## config.mk

```make
export PLATFORM = sky130hd
export DESIGN_NAME = prio_intc
export DESIGN_NICKNAME = d
export VERILOG_FILES = /design/src/rtl/intc_pkg.sv /design/src/rtl/intc_nmi_edge.sv /design/src/rtl/intc_regs.sv /design/src/rtl/intc_arbiter.sv /design/src/rtl/prio_intc.sv
export SDC_FILE = /design/constraint.sdc
export NUM_CORES = 1
export LEC_CHECK = 0
export BUFFER_PORTS_ARGS = -buffer_cell sky130_fd_sc_hd__buf_2
export CORE_MARGIN = 1
export CORE_UTILIZATION = 40
export DETAILED_ROUTE_END_ITERATION = 16
export HOLD_SLACK_MARGIN = 0.12
export SYNTH_ARGS = -nofsm -noshare
export SYNTH_HDL_FRONTEND = slang
export SYNTH_SLANG_ARGS = --single-unit
```

## constraint.sdc

```tcl
create_clock -name clk -period 55.3 [get_ports clk]
set_input_delay 5.53 -clock clk [delete_from_list [all_inputs] [get_ports clk]]
set_output_delay 5.53 -clock clk [all_outputs]
set_load 0.03 [all_outputs]
```

## src/rtl/intc_pkg.sv

```systemverilog
package intc_pkg;
  localparam int LVL_W = 3;
  localparam int SLOT_W = 4;

  typedef enum logic {
    MODE_FIXED = 1'b0,
    MODE_LEVEL = 1'b1
  } intc_mode_e;

  // ranking key used by the arbiter: levels only matter in level mode
  function automatic logic [LVL_W-1:0] rank_key(intc_mode_e mode, logic [LVL_W-1:0] lvl);
    return (mode == MODE_LEVEL) ? lvl : '0;
  endfunction

  // level-mode admission test
  function automatic logic lvl_admits(logic [LVL_W-1:0] lvl, logic [LVL_W-1:0] mask);
    return lvl > mask;
  endfunction

  // mask level loaded by a non-maskable grant (saturates the field)
  function automatic logic [LVL_W-1:0] nmi_mask_level();
    return '1;
  endfunction
endpackage

```

## src/rtl/intc_nmi_edge.sv

```systemverilog
module intc_nmi_edge (
  input  logic clk,
  input  logic rst_n,
  input  logic nmi_in,
  input  logic take_nmi,
  output logic nmi_pend,
  output logic nmi_edge
);
  logic nmi_q;

  assign nmi_edge = nmi_in & ~nmi_q;

  always_ff @(posedge clk or negedge rst_n) begin
    if (!rst_n) begin
      nmi_q    <= 1'b0;
      nmi_pend <= 1'b0;
    end else begin
      nmi_q    <= nmi_in;
      nmi_pend <= nmi_edge | (nmi_pend & ~take_nmi);
    end
  end

  // a taken latch with no fresh edge is clear afterwards
  a_r11_nmi_clears: assert property (@(posedge clk) disable iff (!rst_n)
    (take_nmi && !nmi_edge) |=> !nmi_pend);
  // a held-high input raises no new request
  a_r11_no_retrigger: assert property (@(posedge clk) disable iff (!rst_n)
    (!nmi_pend && $past(nmi_in) && nmi_in) |=> !nmi_pend);
endmodule

```

## src/rtl/intc_regs.sv

```systemverilog
module intc_regs
  import intc_pkg::*;
#(
  parameter int NUM_SRC = 16,
  parameter int DATA_W  = 16,
  parameter int ADDR_W  = 4
) (
  input  logic                     clk,
  input  logic                     rst_n,
  input  logic                     wr_en,
  input  logic [ADDR_W-1:0]        wr_addr,
  input  logic [DATA_W-1:0]        wr_data,
  input  logic                     take,
  input  logic                     take_nmi,
  input  logic [LVL_W-1:0]         take_lvl,
  output intc_mode_e               mode,
  output logic [NUM_SRC-1:0]       src_en,
  output logic [NUM_SRC*LVL_W-1:0] lvl_flat,
  output logic                     mask_i,
  output logic [LVL_W-1:0]         mask_lvl
);
  localparam int SLOTS     = DATA_W / SLOT_W;
  localparam int ADR_CTRL  = 0;
  localparam int ADR_MASK  = 1;
  localparam int ADR_EN    = 2;
  localparam int ADR_LVL0  = 3;

  logic wr_ctrl, wr_mask, wr_en_reg;
  assign wr_ctrl   = wr_en && (wr_addr == ADDR_W'(ADR_CTRL));
  assign wr_mask   = wr_en && (wr_addr == ADDR_W'(ADR_MASK));
  assign wr_en_reg = wr_en && (wr_addr == ADDR_W'(ADR_EN));

  always_ff @(posedge clk or negedge rst_n) begin
    if (!rst_n) begin
      mode     <= MODE_FIXED;
      src_en   <= '0;
      mask_i   <= 1'b0;
      mask_lvl <= '0;
    end else begin
      if (wr_ctrl)   mode   <= intc_mode_e'(wr_data[0]);
      if (wr_en_reg) src_en <= wr_data[NUM_SRC-1:0];
      if (take) begin
        // a grant overrides any mask write in the same cycle
        if (mode == MODE_FIXED) mask_i <= 1'b1;
        else mask_lvl <= take_nmi ? nmi_mask_level() : take_lvl;
      end else if (wr_mask) begin
        mask_lvl <= wr_data[LVL_W-1:0];
        mask_i   <= wr_data[LVL_W];
      end
    end
  end

  for (genvar n = 0; n < NUM_SRC; n++) begin : g_lvl
    localparam int WORD = ADR_LVL0 + n / SLOTS;
    localparam int BASE = (n % SLOTS) * SLOT_W;
    logic [LVL_W-1:0] lvl_q;
    always_ff @(posedge clk or negedge rst_n) begin
      if (!rst_n) lvl_q <= '0;
      else if (wr_en && wr_addr == ADDR_W'(WORD)) lvl_q <= wr_data[BASE +: LVL_W];
    end
    assign lvl_flat[n*LVL_W +: LVL_W] = lvl_q;
  end

  wire unused_wdata = ^wr_data;

  // fixed-mode grant leaves the global mask set
  a_r9_fixed_take_sets_i: assert property (@(posedge clk) disable iff (!rst_n)
    (take && mode == MODE_FIXED) |=> mask_i);
  // level-mode grant never lowers the mask below the admitted level
  a_r10_level_take_raises: assert property (@(posedge clk) disable iff (!rst_n)
    (take && !take_nmi && mode == MODE_LEVEL) |=> (mask_lvl > $past(mask_lvl)));
endmodule

```

## src/rtl/intc_arbiter.sv

```systemverilog
module intc_arbiter
  import intc_pkg::*;
#(
  parameter int NUM_SRC = 16,
  parameter int IDX_W   = (NUM_SRC > 1) ? $clog2(NUM_SRC) : 1,
  parameter int VEC_W   = $clog2(NUM_SRC + 1)
) (
  input  logic                     clk,
  input  logic                     rst_n,
  input  intc_mode_e               mode,
  input  logic [NUM_SRC-1:0]       src_req,
  input  logic [NUM_SRC-1:0]       src_en,
  input  logic [NUM_SRC*LVL_W-1:0] lvl_flat,
  input  logic                     mask_i,
  input  logic [LVL_W-1:0]         mask_lvl,
  input  logic                     nmi_pend,
  output logic                     win_valid,
  output logic                     win_nmi,
  output logic [LVL_W-1:0]         win_lvl,
  output logic [VEC_W-1:0]         win_vec,
  output logic [NUM_SRC-1:0]       grant
);
  logic [NUM_SRC-1:0] elig;

  for (genvar n = 0; n < NUM_SRC; n++) begin : g_elig
    logic [LVL_W-1:0] lvl_n;
    logic             pass_n;
    assign lvl_n   = lvl_flat[n*LVL_W +: LVL_W];
    assign pass_n  = (mode == MODE_FIXED) ? !mask_i : lvl_admits(lvl_n, mask_lvl);
    assign elig[n] = src_req[n] & src_en[n] & pass_n;
  end

  logic             best_found;
  logic [IDX_W-1:0] best_idx;
  logic [LVL_W-1:0] best_key;
  logic [LVL_W-1:0] best_lvl;

  // scan from the top index down; ">=" lets a lower index take a tie
  always_comb begin
    best_found = 1'b0;
    best_idx   = '0;
    best_key   = '0;
    best_lvl   = '0;
    for (int i = NUM_SRC - 1; i >= 0; i--) begin
      if (elig[i] && (!best_found ||
          rank_key(mode, lvl_flat[i*LVL_W +: LVL_W]) >= best_key)) begin
        best_found = 1'b1;
        best_idx   = IDX_W'(i);
        best_key   = rank_key(mode, lvl_flat[i*LVL_W +: LVL_W]);
        best_lvl   = lvl_flat[i*LVL_W +: LVL_W];
      end
    end
  end

  assign win_nmi   = nmi_pend;
  assign win_valid = nmi_pend | best_found;
  assign win_lvl   = best_lvl;
  assign win_vec   = nmi_pend ? '0 : VEC_W'(best_idx) + VEC_W'(1);
  assign grant     = (best_found && !nmi_pend) ? (NUM_SRC'(1) << best_idx) : '0;

  a_r6_single_grant: assert property (@(posedge clk) disable iff (!rst_n)
    $onehot0(grant));
  // a granted source is always enabled and requesting
  a_r3_grant_enabled: assert property (@(posedge clk) disable iff (!rst_n)
    ((grant & ~(src_en & src_req)) == '0));
  // no maskable winner while the global mask is set
  a_r4_fixed_mask_blocks: assert property (@(posedge clk) disable iff (!rst_n)
    (win_valid && !win_nmi && mode == MODE_FIXED) |-> !mask_i);
  // a level-mode winner lies above the mask level
  a_r7_level_above_mask: assert property (@(posedge clk) disable iff (!rst_n)
    (win_valid && !win_nmi && mode == MODE_LEVEL) |-> (win_lvl > mask_lvl));
  // a pending latch always wins
  a_r11_nmi_wins: assert property (@(posedge clk) disable iff (!rst_n)
    nmi_pend |-> (win_valid && grant == '0));
endmodule

```

## src/rtl/prio_intc.sv

```systemverilog
module prio_intc
  import intc_pkg::*;
#(
  parameter int NUM_SRC = 16,
  parameter int DATA_W  = (NUM_SRC > 16) ? NUM_SRC : 16,
  parameter int ADDR_W  = 4,
  parameter int VEC_W   = $clog2(NUM_SRC + 1)
) (
  input  logic               clk,
  input  logic               rst_n,
  input  logic               wr_en,
  input  logic [ADDR_W-1:0]  wr_addr,
  input  logic [DATA_W-1:0]  wr_data,
  input  logic               nmi_in,
  input  logic [NUM_SRC-1:0] src_req,
  input  logic               insn_done,
  output logic               irq_req,
  output logic               ack,
  output logic [VEC_W-1:0]   ack_vec,
  output logic               mask_i,
  output logic [LVL_W-1:0]   mask_lvl
);
  intc_mode_e               mode;
  logic [NUM_SRC-1:0]       src_en;
  logic [NUM_SRC*LVL_W-1:0] lvl_flat;
  logic                     nmi_pend, nmi_edge;
  logic                     win_valid, win_nmi;
  logic [LVL_W-1:0]         win_lvl;
  logic [VEC_W-1:0]         win_vec;
  logic [NUM_SRC-1:0]       grant;
  logic                     take, take_nmi;

  assign take     = insn_done & win_valid;
  assign take_nmi = take & win_nmi;
  assign irq_req  = win_valid;

  intc_regs #(.NUM_SRC(NUM_SRC), .DATA_W(DATA_W), .ADDR_W(ADDR_W)) u_regs (
    .clk(clk), .rst_n(rst_n), .wr_en(wr_en), .wr_addr(wr_addr), .wr_data(wr_data),
    .take(take), .take_nmi(take_nmi), .take_lvl(win_lvl),
    .mode(mode), .src_en(src_en), .lvl_flat(lvl_flat),
    .mask_i(mask_i), .mask_lvl(mask_lvl)
  );

  intc_nmi_edge u_nmi (
    .clk(clk), .rst_n(rst_n), .nmi_in(nmi_in), .take_nmi(take_nmi),
    .nmi_pend(nmi_pend), .nmi_edge(nmi_edge)
  );

  intc_arbiter #(.NUM_SRC(NUM_SRC), .VEC_W(VEC_W)) u_arb (
    .clk(clk), .rst_n(rst_n), .mode(mode), .src_req(src_req), .src_en(src_en),
    .lvl_flat(lvl_flat), .mask_i(mask_i), .mask_lvl(mask_lvl), .nmi_pend(nmi_pend),
    .win_valid(win_valid), .win_nmi(win_nmi), .win_lvl(win_lvl),
    .win_vec(win_vec), .grant(grant)
  );

  always_ff @(posedge clk or negedge rst_n) begin
    if (!rst_n) begin
      ack     <= 1'b0;
      ack_vec <= '0;
    end else begin
      ack <= take;
      if (take) ack_vec <= win_vec;
    end
  end

  // every acknowledge follows a boundary strobe with a waiting request
  a_r8_ack_needs_boundary: assert property (@(posedge clk) disable iff (!rst_n)
    ack |-> $past(insn_done && irq_req));
  // the vector of a maskable grant matches the granted line
  a_r8_vec_matches_grant: assert property (@(posedge clk) disable iff (!rst_n)
    (take && !win_nmi) |-> grant[win_vec - VEC_W'(1)]);
endmodule

```

* After elaboration in Yosys (flattened, before gate mapping)
Index checks and enable logic that the tools add are counted.
** Storage, ports and cells
- Output and inout port bits :: 11
- Register bits after elaboration :: 77
- Input port bits :: 41
- Word-level logic and storage cells :: 264
** Operators by class
- Reduce and logical (&&, ||, !) cells :: 57
- Bitwise logic cells :: 40
- Mux-type cells :: 103
- Equal/unequal tests :: 8
- Add/sub/neg operators :: 1
- $lt $le $gt $ge :: 31
** Operators with widths (count)
- 3-bit 2-to-1 mux :: 51
- 4-bit 2-to-1 mux :: 16
- 3-bit > comparator :: 16
- 3-bit >= comparator :: 15
- 1-bit bitwise AND :: 36
- 1-bit 2-to-1 mux :: 35
- 1-bit logical AND :: 22
- 1-bit zero test :: 16
- 1-bit logical OR :: 15
- 4-bit by 3-bit == test with 1-bit output (second input constant) :: 3
- 4-bit by 2-bit == test with 1-bit output (second input constant) :: 2
- 4-bit by 1-bit adder with 5-bit output (second input constant) :: 1
- 5-bit 2-to-1 mux :: 1
- 4-bit by 1-bit == test with 1-bit output (second input constant) :: 1
- 4-bit zero test :: 1
- 2-bit AND reduction :: 2
- 2-bit by 1-bit != test with 1-bit output (second input constant) :: 1
- 2-bit != test (second input constant) :: 1
- 1-bit NOT :: 2
- 1-bit bitwise OR :: 2
- 2-bit nonzero test :: 1

* Logic depth before layout (Yosys ltp)
- Depth after elaboration :: 70
- Gate-level depth with buffers :: 133
- Gate-level depth less buffers :: 128

* By module
From an unflattened synthesis, not the netlist that was laid out.
** Unflattened totals
- Cells, all modules :: 793
- Area total of the unflattened synthesis :: 7345.8 sq um
** Modules (own cells, without submodules)
- intc_arbiter :: area an instance 4347.9 sq um, times used 1, seq. area each 0.0 sq um, cells an instance 609
- intc_regs :: area an instance 2675.1 sq um, times used 1, seq. area each 1726.7 sq um, cells an instance 165
- prio_intc :: area an instance 247.7 sq um, times used 1, seq. area each 150.1 sq um, cells an instance 14
- intc_nmi_edge :: area an instance 75.1 sq um, times used 1, seq. area each 50.0 sq um, cells an instance 5

* Worst setup path before layout
No wires, ideal clock.
- Kind :: input-to-reg
- Start :: in src_req[15]
- End :: reg ack_vec[3]
- Setup time :: 0.068 ns
- Required time :: 55.232 ns
- Arrival :: 26.728 ns
- Buffers on the path :: 7
- Stages :: 128
- Path slack :: 28.504 ns
- Cell sequence :: nand2_1 -> nor3_1 -> and2_1 -> nand3_1 -> ha_1 -> a21oi_1 -> o21ai_0 -> nand3b_1 -> and3_1 -> a21o_1 -> nand2_1 -> ha_1 -> a21oi_1 -> o21ai_0 -> a21o_1 -> nand2_1 -> nor2_1 -> a21o_1 -> [... 92 more ...] -> ha_1 -> nand2b_1 -> a21o_1 -> a21oi_1 -> o21ai_0 -> a221oi_1 -> o21ai_0 -> a21oi_1 -> nor3_1 -> ha_1 -> nand2b_1 -> a21o_1 -> a21oi_1 -> a21o_1 -> o211ai_1 -> or3_1 -> o31ai_1 -> nand2b_1
** Between the ends
- Word-level cells in the longest chain between the ends :: 65
- Elaborated cells on any way between the ends :: 113
- Those cells by class :: add/sub (1); order compare (15); mux (48); bitwise (4); reduce/logical (45)
** Ends and longest elaborated chain
- start, declared :: RTL line prio_intc.sv:15 : input logic [NUM_SRC-1:0] src_req,
- 1-bit bitwise AND (*) (2 in a row) :: RTL line intc_arbiter.sv:30 : assign elig[n] = src_req[n] & src_en[n] & pass_n;
- 3-bit 2-to-1 mux or 1-bit 2-to-1 mux (tied branches) :: RTL line intc_arbiter.sv:45 : if (elig[i] && (!best_found ||
- 3-bit >= comparator or 1-bit zero test (tied branches) :: RTL line intc_arbiter.sv:46, intc_arbiter.sv:45
- 1-bit logical OR :: RTL line intc_arbiter.sv:45
- 1-bit logical AND :: RTL line intc_arbiter.sv:45
- 3-bit 2-to-1 mux or 1-bit 2-to-1 mux (tied branches) :: RTL line intc_arbiter.sv:45
- 3-bit >= comparator or 1-bit zero test (tied branches) :: RTL line intc_arbiter.sv:46, intc_arbiter.sv:45
- 1-bit logical OR :: RTL line intc_arbiter.sv:45
- [... 48 more ...]
- 1-bit logical AND :: RTL line intc_arbiter.sv:45
- 3-bit 2-to-1 mux or 1-bit 2-to-1 mux (tied branches) :: RTL line intc_arbiter.sv:45
- 3-bit >= comparator or 1-bit zero test (tied branches) :: RTL line intc_arbiter.sv:46, intc_arbiter.sv:45
- 1-bit logical OR :: RTL line intc_arbiter.sv:45
- 1-bit logical AND :: RTL line intc_arbiter.sv:45
- 4-bit 2-to-1 mux or 1-bit 2-to-1 mux (tied branches) :: RTL line intc_arbiter.sv:45
- 4-bit by 1-bit adder with 5-bit output or 1-bit bitwise OR (tied branches) :: RTL line intc_arbiter.sv:58, intc_arbiter.sv:56
- 5-bit 2-to-1 mux or 1-bit bitwise AND (tied branches) :: RTL line intc_arbiter.sv:58, prio_intc.sv:33
- end signal, assigned :: RTL line prio_intc.sv:62 : if (take) ack_vec <= win_vec;
- end, declared :: RTL line prio_intc.sv:19 : output logic [VEC_W-1:0] ack_vec,
Mark *: on every way between the ends. The rest lies on a longest branch, timed or not.
A chain may end at the register's enable or synchronous reset.

* Worst setup path after layout
Same ends and word-level chain as after synthesis.

==> results.md <==
* Status: finished, final reports clean
* Post-synth ARST share at 100%
* Clock Path Buffers at 2
* Placed wire-length estimate at 15500 um
* Peak Freq at 34.5 MHz
* Clock sink count at 77
* Clk network pwr share at 18.0%
* TritonCTS buffer count at 9
* Die H at 134 um
* Worst reg2reg path depth at 126
* Die width at 134 um
* Final net count at 985
* Peak supply drop at 0.0218 mV
* Congestion Overflow GR at 0
* Syn avg cell area at 8.67 um2
* Initial antenna violation count at 0
* # rows at 47
* Total track usage at 25.4%
* Synthesized area at 0.00697 mm2
* Int Pwr at 191 uW
* Core Area at 0.0168 mm2
* Num ports at 52
* # H-tree levels at 3
* Sw Share at 46.2%
* Total Power at 355 uW
* Setup TNS at 0 ns
* Minimum clock period at 29.01 ns
* Reg-to-reg endpoint: ack_vec[3]
* Worst Max-Slew Pin Slew at 0.946 ns
* Root buffer cell: clkbuf_16
* P_leak at 3.53 nW
* First-pass GRT wire length at 34200 um
* Tcrit/Tclk final at 52.5%
* EDFF count, synth at 0
* Register bit total from synthesis at 77
* Final clock skew at 0.0101 ns
* RSZ-0062 raised after global routing: no
* Top cell by count, worst path: a21oi_1
* # hold bufs at CTS at 0
* Setup Crit Path Kind: input port to register
* # fillers at 1714
* Setup crit end kind: register
* Critical Path AT at 29.25 ns
* Yosys synthesis warning count at 0
* Starting Density at 41.4%
* Reg clk slew, reported paths at 0.07 ns
* Combinational cell fraction of total power at 58.3%
* CP endpoint: ack_vec[3]
* Mapped Nets at 939
* Post-synthesis instance total at 804
* Gp weighted congestion at 0.893
* Post-synth cell types at 62
* N_diodes at 0
* Slew margin rel. at 36.5%
* Post-synthesis sequential area ratio at 27.6%
* Die area at 0.0180 mm2
* Reg-to-Reg Start: u_regs.mask_lvl[2]
* CP Launch Point: src_req[15]
* Dominant synthesized flop cell: dfrtp_1
* CP required at 55.54 ns
* Number of port buffers at 51
* Flop pwr share at 23.7%
* Slowest stage cell, crit path: a21oi_1
* Maximum fanout along the worst path at 15
* Final Hold Fails at 0
* Post-CTS Setup Bufs at 0
* Routed len/inst at 20.0 um
* DR pass1 iterations at 5
* Synth-to-Final Area Change at 11.8%
* Clk_lat worst skew at 0.36 ns
* Routed Antenna Nets at 0
* Critical path's largest stage delay at 0.72 ns
* CP startpoint kind: input port
* DRT Wirelength at 21500 um
* Vias in the first global route at 6016
* Initial detailed-routing violation count at 376
* Final Max Slew Viols at 0
* Hold Path Class: register to register
* Via density at 5.88
* Proportion of layout cells with a drive suffix above 1 at 17.8%
* Vias after detailed routing at 6319
* Sw power at 164 uW
* Setup violations, final at 0
* Pwr Density at 45.6 mW/mm2
* Reg2reg setup slack at 30.26 ns
* Largest net degree at the start of global routing at 65
* CTS tree: yes
* Post_cts resized at 0
* Number of max-cap violations at 0
* DRC Markers at 0
## critical path: cells and delay by family
kind / cells / cell delay, ns
muxes: 1 / 0.34
buffers and inverters: 4 / 0.40
and+or+nand+nor: 39 / 6.05
adders and majority gates: 15 / 3.85
AOI/OAI and AO/OA: 65 / 13.13
## cells in the mapped netlist (all sizes together), types with 16 or more instances
cell,number,area (um2)
nand2b,21,131
nand2,83,312
clkbuf,22,82.6
mux2,50,563
a31oi,17,106
a21oi,54,274
o21ai,63,330
nand3,17,90.1
nor2,46,173
nor2b,16,100
and2,31,194
inv,36,135
dfrtp,77,1930
a21o,29,218
ha,94,1180
## cell families (layout without fill, tap and decap cells)
family | Yosys count | after routing | synth area share [%]
mux | 50 | 50 | 8.08
fa+ha+maj | 94 | 94 | 16.9
compound gates | 257 | 257 | 24.5
buf+inv | 63 | 114 | 3.54
xor+xnor | 1 | 1 | 0.126
flops | 77 | 77 | 27.6
simple gates | 262 | 262 | 19.2
## power groups by stage
stage	combinational (mW)	clock (mW)	sequential (mW)
2_1_floorplan	0.145	0	0.0862
3_3_place_gp	0.202	0	0.0848
3_5_place_dp	0.204	0	0.0848
4_1_cts	0.206	0.0652	0.0840
5_1_grt	0.235	0.0675	0.0863
6_report	0.207	0.0639	0.0843
## sequential cells by signal (all words and copies together), names as in the netlist
| register | flops |
|---|---|
| u_regs.g_lvl.lvl_q | 48 |
| u_nmi.nmi_pend | 1 |
| u_regs.mask_i | 1 |
| u_regs.mode | 1 |
| ack | 1 |
| u_nmi.nmi_q | 1 |
| u_regs.mask_lvl | 3 |
| u_regs.src_en | 16 |
| ack_vec | 5 |
## how the worst min path moves through the flow
| stage | startpoint | end | slack [ns] | depth (start not counted) |
|---|---|---|---|---|
| final | u_nmi.nmi_q | u_nmi.nmi_pend | 0.43 | 1 |
| after detailed placement | u_nmi.nmi_q | u_nmi.nmi_pend | 0.42 | 1 |
| after floorplan | u_nmi.nmi_q | u_nmi.nmi_pend | 0.40 | 1 |
| after global placement | u_nmi.nmi_q | u_nmi.nmi_pend | 0.40 | 1 |
| after CTS | u_nmi.nmi_q | u_nmi.nmi_pend | 0.43 | 1 |
| after global routing | u_nmi.nmi_q | u_nmi.nmi_pend | 0.45 | 1 |
## per-stage QoR
step                instances  instance area (um2)  hold WS [ns]  setup WS (ns)  utilization, %
floorplan                 804                 6970         0.399          28.50               -
global placement         1059                 7490         0.404          26.62            44.5
detailed placement       1059                 7490         0.423          26.29            44.5
CTS                      1075                 7800         0.433          26.55            46.4
global route             1075                 7800         0.455          24.13            46.4
finish                   1075                 7800         0.433          26.29            46.4
## layer usage
layer	wire length, um	vias up	global-route usage [%]
li1	-	3075	-
met3	1080	46	3.97
met5	0	-	0
met4	736	0	11.3
met2	9130	182	37.7
met1	10600	3016	36.1
## cells in the final DEF (no fill, tap or decap), types with 3 or more instances in the layout
cell type,netlist,layout
or3_1,4,4
o211ai_1,13,13
nand2b_1,21,21
buf_4,0,12
o22ai_1,7,7
a32oi_1,5,5
buf_2,2,50
and2_1,31,31
mux2_2,50,50
a31o_2,4,4
ha_1,94,94
clkbuf_16,0,9
nand3_1,16,16
a21o_1,29,29
nand2_1,83,83
a221o_1,3,3
a31oi_1,17,17
o21ai_0,60,60
a211oi_1,10,10
o21a_1,13,13
and3_1,9,9
nor2_1,46,46
nor4_1,4,4
a221oi_1,6,6
nor2b_1,16,16
dfrtp_1,77,76
o31ai_1,7,7
nor3_1,7,7
inv_1,35,35
a311oi_1,5,5
or2_2,6,6
nand3b_1,6,6
a21oi_1,53,53
a32o_1,6,6
## layout make-up
class	instances	area, um2	area share [%]
multi-input cells	664	4810	61.7
well taps	220	275	3.53
repair buffers	62	340	4.37
flip-flops and latches	77	1930	24.7
clock inverters	6	71.3	0.915
inverters	36	135	1.73
clock buffers	10	239	3.07
No activity file was read; power rests on OpenSTA's default activity.
